### config.mk
export PLATFORM = sky130hd
export DESIGN_NAME = svc_mailbox
export DESIGN_NICKNAME = d
export VERILOG_FILES = /design/src/rtl/svc_mbox_pkg.sv /design/src/rtl/svc_mbox_ram.sv /design/src/rtl/svc_mbox_engine.sv /design/src/rtl/svc_mbox_regs.sv /design/src/rtl/svc_mailbox.sv
export SDC_FILE = /design/constraint.sdc
export NUM_CORES = 2
export LEC_CHECK = 0
export BUFFER_PORTS_ARGS = -buffer_cell sky130_fd_sc_hd__buf_4
export CAP_MARGIN = 5
export CORE_MARGIN = 2
export CORE_UTILIZATION = 40
export DETAILED_ROUTE_END_ITERATION = 16
export HOLD_SLACK_MARGIN = 0.06
export PLACE_DENSITY_LB_ADDON = 0.1
export SLEW_MARGIN = 20
export SYNTH_ARGS = -nofsm -noshare
export SYNTH_HDL_FRONTEND = slang
export SYNTH_HIERARCHICAL = 1
export SYNTH_SLANG_ARGS = --single-unit
### constraint.sdc
create_clock -name clk -period 7.6 [get_ports clk]
set_input_delay 2.28 -clock clk [delete_from_list [all_inputs] [get_ports clk]]
set_output_delay 2.28 -clock clk [all_outputs]
set_load 0.005 [all_outputs]
### src/rtl/svc_mbox_pkg.sv
package svc_mbox_pkg;

    typedef enum logic [2:0] {
        ENG_IDLE,
        ENG_COUNT,
        ENG_MOVE,
        ENG_STORE,
        ENG_HOLD
    } eng_state_e;

    localparam int DATA_W   = 32;
    localparam int CMD_W    = 16;
    localparam int OP_W     = 7;
    localparam int OFF_W    = CMD_W - OP_W;
    localparam int CNT_W    = 4;

    localparam int CTRL_WA  = 'h014;
    localparam int STAT_WA  = 'h015;
    localparam int ICLR_WA  = 'h016;

    localparam int BIT_REQ    = 0;
    localparam int BIT_ABORT  = 2;
    localparam int BIT_NOTIFY = 3;

    localparam logic [OP_W-1:0]  OP_ECHO = 7'h01;
    localparam logic [OP_W-1:0]  OP_SUM  = 7'h02;

    localparam logic [CMD_W-1:0] RES_OK    = 16'h0000;
    localparam logic [CMD_W-1:0] RES_BADOP = 16'h0001;
    localparam logic [CMD_W-1:0] RES_ABORT = 16'h0002;

endpackage

### src/rtl/svc_mbox_ram.sv
module svc_mbox_ram #(
    parameter int DEPTH = 64,
    parameter int DW    = 32,
    parameter int EAW   = 10,
    localparam int IW   = $clog2(DEPTH)
) (
    input  logic           clk,
    input  logic           rst_n,
    input  logic           h_we,
    input  logic [IW-1:0]  h_idx,
    input  logic [DW-1:0]  h_wdata,
    output logic [DW-1:0]  h_rdata,
    input  logic           e_we,
    input  logic [EAW-1:0] e_waddr,
    input  logic [DW-1:0]  e_wdata,
    input  logic [EAW-1:0] e_raddr,
    output logic [DW-1:0]  e_rdata
);

    logic [DW-1:0] mem [DEPTH];

    for (genvar w = 0; w < DEPTH; w++) begin : g_word
        always_ff @(posedge clk or negedge rst_n) begin
            if (!rst_n) begin
                mem[w] <= '0;
            end else if (e_we && (e_waddr == EAW'(w))) begin
                mem[w] <= e_wdata;
            end else if (h_we && (h_idx == IW'(w))) begin
                mem[w] <= h_wdata;
            end
        end
    end

    assign h_rdata = mem[h_idx];
    assign e_rdata = (e_raddr < EAW'(DEPTH)) ? mem[e_raddr[IW-1:0]] : '0;

endmodule

### src/rtl/svc_mbox_engine.sv
module svc_mbox_engine
    import svc_mbox_pkg::*;
#(
    parameter int LATENCY   = 32,
    parameter int RESP_BASE = 48,
    parameter int EAW       = 10,
    localparam int TW       = $clog2(LATENCY + 1)
) (
    input  logic              clk,
    input  logic              rst_n,
    input  logic              start,
    input  logic              abort,
    input  logic [OP_W-1:0]   opcode,
    input  logic [OFF_W-1:0]  offset,
    output logic              busy,
    output logic              fin,
    output logic [CMD_W-1:0]  code,
    output logic [EAW-1:0]    rd_addr,
    input  logic [DATA_W-1:0] rd_data,
    output logic              wr_en,
    output logic [EAW-1:0]    wr_addr,
    output logic [DATA_W-1:0] wr_data
);

    eng_state_e        state, nxt;
    logic [TW-1:0]     timer;
    logic [OP_W-1:0]   op_q;
    logic [OFF_W-1:0]  off_q;
    logic [CNT_W-1:0]  cnt_q, idx_q;
    logic [DATA_W-1:0] acc_q;
    logic [CMD_W-1:0]  code_q;
    logic              known_op, at_limit;

    assign known_op = (op_q == OP_ECHO) || (op_q == OP_SUM);
    assign at_limit = (timer == TW'(LATENCY));

    // state register
    always_ff @(posedge clk or negedge rst_n) begin
        if (!rst_n) state <= ENG_IDLE;
        else        state <= nxt;
    end

    // next state
    always_comb begin
        nxt = state;
        unique case (state)
            ENG_IDLE:  if (start) nxt = ENG_COUNT;
            ENG_COUNT: begin
                if (!known_op)                 nxt = ENG_HOLD;
                else if (rd_data[CNT_W-1:0] == '0) nxt = ENG_STORE;
                else                           nxt = ENG_MOVE;
            end
            ENG_MOVE:  if (idx_q == cnt_q - 1'b1) nxt = ENG_STORE;
            ENG_STORE: nxt = ENG_HOLD;
            ENG_HOLD:  nxt = ENG_HOLD;
            default:   nxt = ENG_IDLE;
        endcase
        if ((state != ENG_IDLE) && (abort || at_limit)) nxt = ENG_IDLE;
    end

    // datapath registers
    always_ff @(posedge clk or negedge rst_n) begin
        if (!rst_n) begin
            timer  <= '0;
            op_q   <= '0;
            off_q  <= '0;
            cnt_q  <= '0;
            idx_q  <= '0;
            acc_q  <= '0;
            code_q <= RES_OK;
        end else if (state == ENG_IDLE) begin
            if (start) begin
                timer <= TW'(1);
                op_q  <= opcode;
                off_q <= offset;
                idx_q <= '0;
                acc_q <= '0;
            end
        end else begin
            if (!at_limit) timer <= timer + 1'b1;
            if (state == ENG_COUNT) begin
                cnt_q  <= rd_data[CNT_W-1:0];
                code_q <= known_op ? RES_OK : RES_BADOP;
            end
            if (state == ENG_MOVE) begin
                idx_q <= idx_q + 1'b1;
                if (op_q == OP_SUM) acc_q <= acc_q + rd_data;
            end
        end
    end

    // outputs
    always_comb begin
        busy    = (state != ENG_IDLE);
        fin     = busy && at_limit;
        code    = code_q;
        rd_addr = EAW'(off_q);
        wr_en   = 1'b0;
        wr_addr = EAW'(RESP_BASE);
        wr_data = acc_q;
        unique case (state)
            ENG_MOVE: begin
                rd_addr = EAW'(off_q) + EAW'(1) + EAW'(idx_q);
                if (op_q == OP_ECHO) begin
                    wr_en   = 1'b1;
                    wr_addr = EAW'(RESP_BASE) + EAW'(idx_q);
                    wr_data = rd_data;
                end
            end
            ENG_STORE: wr_en = (op_q == OP_SUM);
            default: ;
        endcase
    end

endmodule

### src/rtl/svc_mbox_regs.sv
module svc_mbox_regs
    import svc_mbox_pkg::*;
#(
    parameter int ADDR_W   = 10,
    parameter int DEPTH    = 64,
    parameter int WIN_BASE = 'h200,
    localparam int IW      = $clog2(DEPTH)
) (
    input  logic              clk,
    input  logic              rst_n,
    input  logic              bus_wr,
    input  logic              bus_rd,
    input  logic [ADDR_W-1:0] bus_addr,
    input  logic [DATA_W-1:0] bus_wdata,
    output logic [DATA_W-1:0] bus_rdata,
    output logic              irq,
    input  logic              busy,
    input  logic              fin,
    input  logic [CMD_W-1:0]  code,
    output logic              start,
    output logic              abort,
    output logic [OP_W-1:0]   opcode,
    output logic [OFF_W-1:0]  offset,
    output logic              ram_we,
    output logic [IW-1:0]     ram_idx,
    input  logic [DATA_W-1:0] ram_rdata
);

    logic [CMD_W-1:0]  sel_q, result_q;
    logic              notify_q, irq_q, aborted_q;
    logic              hit_ctrl, hit_stat, hit_iclr, in_win, ctrl_wr;
    logic [ADDR_W-1:0] woff;

    assign hit_ctrl = (bus_addr == ADDR_W'(CTRL_WA));
    assign hit_stat = (bus_addr == ADDR_W'(STAT_WA));
    assign hit_iclr = (bus_addr == ADDR_W'(ICLR_WA));
    assign woff     = bus_addr - ADDR_W'(WIN_BASE);
    assign in_win   = (bus_addr >= ADDR_W'(WIN_BASE)) && (woff < ADDR_W'(DEPTH));
    assign ram_idx  = woff[IW-1:0];
    assign ram_we   = bus_wr && in_win && !busy;

    assign ctrl_wr  = bus_wr && hit_ctrl;
    assign start    = ctrl_wr && bus_wdata[BIT_REQ] && !bus_wdata[BIT_ABORT] && !busy;
    assign abort    = ctrl_wr && bus_wdata[BIT_ABORT] && busy;
    assign opcode   = bus_wdata[16 +: OP_W];
    assign offset   = bus_wdata[16 + OP_W +: OFF_W];
    assign irq      = irq_q;

    always_ff @(posedge clk or negedge rst_n) begin
        if (!rst_n) begin
            sel_q     <= '0;
            result_q  <= RES_OK;
            notify_q  <= 1'b0;
            irq_q     <= 1'b0;
            aborted_q <= 1'b0;
        end else if (start) begin
            sel_q     <= bus_wdata[31:16];
            notify_q  <= bus_wdata[BIT_NOTIFY];
            irq_q     <= 1'b0;
            aborted_q <= 1'b0;
        end else if (abort) begin
            result_q  <= RES_ABORT;
            aborted_q <= 1'b1;
            if (notify_q) irq_q <= 1'b1;
        end else if (fin) begin
            result_q  <= code;
            if (notify_q) irq_q <= 1'b1;
        end else if (bus_wr && hit_iclr && (bus_wdata == '0)) begin
            irq_q <= 1'b0;
        end
    end

    always_comb begin
        bus_rdata = '0;
        if (bus_rd) begin
            if (hit_ctrl)
                bus_rdata = {sel_q, 12'h0, notify_q, 1'b0, busy, 1'b0};
            else if (hit_stat)
                bus_rdata = {(busy ? 16'h0 : result_q), 12'h0, irq_q, aborted_q, busy, 1'b0};
            else if (hit_iclr)
                bus_rdata = {31'h0, irq_q};
            else if (in_win)
                bus_rdata = ram_rdata;
        end
    end

endmodule

### src/rtl/svc_mailbox.sv
module svc_mailbox
    import svc_mbox_pkg::*;
#(
    parameter int ADDR_W    = 10,
    parameter int MB_DEPTH  = 64,
    parameter int WIN_BASE  = 'h200,
    parameter int RESP_BASE = 48,
    parameter int LATENCY   = 32
) (
    input  logic              clk,
    input  logic              rst_n,
    input  logic              bus_wr,
    input  logic              bus_rd,
    input  logic [ADDR_W-1:0] bus_addr,
    input  logic [31:0]       bus_wdata,
    output logic [31:0]       bus_rdata,
    output logic              irq
);

    localparam int IW  = $clog2(MB_DEPTH);
    localparam int EAW = OFF_W + 1;

    logic              eng_busy, eng_fin, start, abort, ram_we, e_we;
    logic [CMD_W-1:0]  code;
    logic [OP_W-1:0]   opcode;
    logic [OFF_W-1:0]  offset;
    logic [IW-1:0]     ram_idx;
    logic [DATA_W-1:0] ram_rdata, e_rdata, e_wdata;
    logic [EAW-1:0]    e_raddr, e_waddr;

    svc_mbox_regs #(
        .ADDR_W(ADDR_W), .DEPTH(MB_DEPTH), .WIN_BASE(WIN_BASE)
    ) u_regs (
        .clk(clk), .rst_n(rst_n), .bus_wr(bus_wr), .bus_rd(bus_rd),
        .bus_addr(bus_addr), .bus_wdata(bus_wdata), .bus_rdata(bus_rdata),
        .irq(irq), .busy(eng_busy), .fin(eng_fin), .code(code),
        .start(start), .abort(abort), .opcode(opcode), .offset(offset),
        .ram_we(ram_we), .ram_idx(ram_idx), .ram_rdata(ram_rdata)
    );

    svc_mbox_engine #(
        .LATENCY(LATENCY), .RESP_BASE(RESP_BASE), .EAW(EAW)
    ) u_eng (
        .clk(clk), .rst_n(rst_n), .start(start), .abort(abort),
        .opcode(opcode), .offset(offset), .busy(eng_busy), .fin(eng_fin),
        .code(code), .rd_addr(e_raddr), .rd_data(e_rdata),
        .wr_en(e_we), .wr_addr(e_waddr), .wr_data(e_wdata)
    );

    svc_mbox_ram #(
        .DEPTH(MB_DEPTH), .DW(DATA_W), .EAW(EAW)
    ) u_ram (
        .clk(clk), .rst_n(rst_n), .h_we(ram_we), .h_idx(ram_idx),
        .h_wdata(bus_wdata), .h_rdata(ram_rdata), .e_we(e_we),
        .e_waddr(e_waddr), .e_wdata(e_wdata), .e_raddr(e_raddr),
        .e_rdata(e_rdata)
    );

endmodule

==> reports/metrics.yaml <==
sta:
  period_needed_ns: 7.55
  fin_crit_sh: 0.993
  clock.fmax_mhz: 132
  worstMarginPinSlew_ns: 7.99
  tns_ns: 0
  finalClockSkew_ns: 0.0449
  setup_viol: 0
  relSlewSlack: -4.33
  rsz0062_at_grt: "false"
  finalHoldViolations: 0
  slew_viol_final: 3120
hold_path:
  whs_path_depth: 1
  hold_class: "flop to flop"
  hold_start: "u_regs/aborted_q"
  hold_end: "u_regs/aborted_q"
logic_synthesis:
  synth_ff_type: "dfrtp_1"
  synth.distinct_cells: 92
  synth.most_common_cell: "dfrtp_1"
  synth-seq-area-share: 0.399
  synth-async-reset-ratio: 1.00
  synth.avg_cell_area_um2: 10.9
  yosys_warnings: 6
  netlist_area_um2: 135000
  ys_ff_latch: 2149
  synth_edf_count: 0
  yosys.area.top_type: "dfrtp_1"
  synth_common_cells: "2149 x dfrtp_1, 2143 x mux2i_1, 1233 x nor2_1"
  syn_inst: 12300
  synth_top_area_frac: 0.399
  synthTopCellsByArea: "dfrtp_1 40%, mux4_2 20%, mux2i_1 16%"
clock_tree:
  hold_buffers: 0
  path_clk_slew_ns: 0.05
  htree_num_levels: 5
  cts_tree: "yes"
  clock_sinks: 2149
  worst_skew_pair.late_latency_ns: 0.95
  cts_root_buffer: "clkbuf_16"
  cts_buffers: 272
  cts_max_path_buffers: 4
status:
  status: "complete, but fails checks"
  violations: "max-slew violations"
power:
  p_clk_frac: 0.488
  switching_power_mw: 7.03
  total_power_mw: 27.3
  sequentialPowerShare: 0.436
  power.density_nw_per_um2: 183
  leakage_nw: 68.6
  power_frac_comb: 0.076
  sw_frac_of_total: 0.257
  p_int_mw: 20.3
  ir_drop_mv: 0.153
grt:
  grt_max_degree: 136
  use_met2: 0.523
  overflow: 0
  grtUsageMet1: 0.481
  antenna_found_initial: 39
  grt_first_pass_wirelength_um: 851000
  busiest_layer: "met2"
  grt_pass1_vias: 104000
  met3_usage: 0.0931
  grtUsageTotal: 0.353
final_layout:
  nets: 11800
  area_delta_synth_final_pct: 10.6
  instances_no_fill: 16400
  fin_util: 0.444
  finalInstanceArea_um2: 149000
  drive_gt1_frac: 0.202
  fillers: 30900
setup_path:
  rrSetupSlack_ns: 0.40
  critical_path_buf_inv_count: 5
  worstPathArrival_ns: 5.27
  r2r-start: "u_eng/idx_q[0]"
  worst_path_most_repeated_cell: "buf_4"
  startpoint_type: "input pin"
  cp_cell_sequence: "buf_8, buf_12, buf_4, mux4_2, mux4_2, a22oi_2, buf_4, nand2_1, a22oi_1, a21boi_0, buf_4"
  cp.required_ns: 5.32
  r2r_cells: 19
  critical_path.slowest_cell: "mux4_2"
  cp.depth: 11
  r2r_end: "u_eng/acc_q[30]"
  critPathKind: "input pin to output port"
  cpLargestDelayFamily: "buffers and inverters"
  end_kind: "output port"
  critPathMaxFanout: 28
  slowest_delay_ns: 0.53
floorplanning:
  die_w_um: 585
  die_h_um: 585
  core_um2: 336000
  rows: 213
  pin_count: 79
  initial_core_util: 0.402
  fp.dieArea_um2: 342000
drt:
  drc: 0
  viasPerCell: 6.57
  num_vias: 108000
  ant_nets: 0
  drt-initial-drc-count: 14600
  wl_um: 612000
  wl_per_cell_um: 37.2
  dr.pass1.iters: 6
placement:
  port_buffers: 78
  placed_area_um2: 140000
  gp_congestion: 0.970
  dp_hpwl_um: 373000
  dp_cells: 16000
flow_run:
  max-cap-violations: 0
## routing by layer
layer	share of wire	routed length [µm]
met2	0.43	265000
met4	0.058	35300
met1	0.40	245000
met3	0.11	66600
met5	0.00025	152
## flip-flops by register name, summed over array words and instances (netlist names)
register / cells
u_ram/mem: 2048
u_eng/acc_q: 32
u_regs/result_q: 16
u_regs/sel_q: 16
u_eng/off_q: 9
u_eng/op_q: 7
u_eng/timer: 6
u_eng/cnt_q: 4
u_eng/idx_q: 4
u_eng/state: 3
u_eng/code: 1
u_regs/aborted_q: 1
u_regs/irq: 1
u_regs/notify_q: 1
## area by class of cell
cell class	instances	area, µm²	share of cell area
sequential	2149	53800	0.360
multi-input combinational	8716	75500	0.506
timing repair buffer	559	5360	0.0359
antenna	12	30.0	0.000201
inverter	23	88.8	0.000595
clock inverter	62	762	0.00510
tap	4515	5650	0.0378
clock buffer	407	8140	0.0545
## worst max-delay path by stage
stage | from | end | slack (ns)
after floorplan | bus_addr[1] | bus_rdata[16] | 0.77
after global placement | bus_addr[0] | bus_rdata[20] | -0.17
after detailed placement | bus_addr[0] | bus_rdata[20] | -0.16
after CTS | bus_addr[0] | bus_rdata[5] | 0.009
after global routing | bus_addr[0] | bus_rdata[0] | 0.02
final | bus_addr[1] | bus_rdata[20] | 0.05
## worst register-to-register path, cell delays in order, from the launching register on
cell and delay [ns]:
dfrtp_1 0.46, inv_1 0.14, ha_1 0.16, inv_1 0.07
fa_1 0.48, nand2_1 0.08, nand2_4 0.77, buf_12 0.36
buf_4 0.48, mux4_2 0.40, mux2i_1 0.67, a22oi_1 0.20
o211ai_1 0.60, o21ai_1 0.23, ha_1 0.51, nand4_1 0.20
a211o_1 0.36, a211oi_1 0.56, or2_2 0.23, o211ai_1 0.09
## power by group through the flow
stage	logic, mW	clock network, mW	registers, mW
after detailed placement	2.05	0	12.1
after floorplan	1.19	0	12.0
after CTS	2.05	13.5	11.9
final	2.07	13.4	11.9
after global routing	2.20	14.0	11.9
after global placement	2.01	0	12.1
## cell families after synthesis
family,after synthesis,share of synthesized area
AND/OR/NAND/NOR,2706,0.0820
AO/OA/AOI/OAI,2485,0.0989
other,2,0.0000557
adder cells (fa/ha/maj),41,0.00391
multiplexers,3422,0.366
buffers and inverters,1494,0.0477
XOR/XNOR,41,0.00266
flip-flops,2149,0.399
## cell usage in the layout (no fill, tap or decap), types with 20 or more instances in the layout
master,Yosys,layout
inv_1,22,21
a21oi_1,1211,1211
o22ai_1,32,32
mux4_2,1204,1204
clkinv_2,0,29
clkbuf_1,906,64
nand3_1,58,58
and3_1,27,27
o21ai_1,163,163
nor2_4,10,33
mux2_2,75,75
buf_12,0,85
nand2_1,1164,1108
mux2i_1,2143,2143
nand2_4,0,33
a21o_1,21,21
xor2_1,24,23
o21ai_0,800,797
nor2_1,1233,1216
a22oi_1,109,106
nand4_1,20,20
nand2b_1,29,28
conb_1,2,21
clkbuf_8,0,61
ha_1,39,39
buf_4,100,467
dfrtp_1,2149,2149
nor3_1,26,25
clkbuf_16,0,282
nand2_2,1,22
a22o_1,20,20
## timing repair
item | in CTS | in global routing
cloned | 0 | 0
resized for setup | 3 | 5
setup buffers | 0 | 0
endpoints found under the setup margin | 3 | 16
## through the flow
stage | setup WS (ns) | hold WS (ns)
CTS | 0.00860 | 0.479
global placement | -0.171 | 0.460
detailed placement | -0.165 | 0.468
global route | 0.0181 | 0.489
finish | 0.0506 | 0.481
floorplan | 0.772 | 0.446
Power figures use the tool's default switching activity.
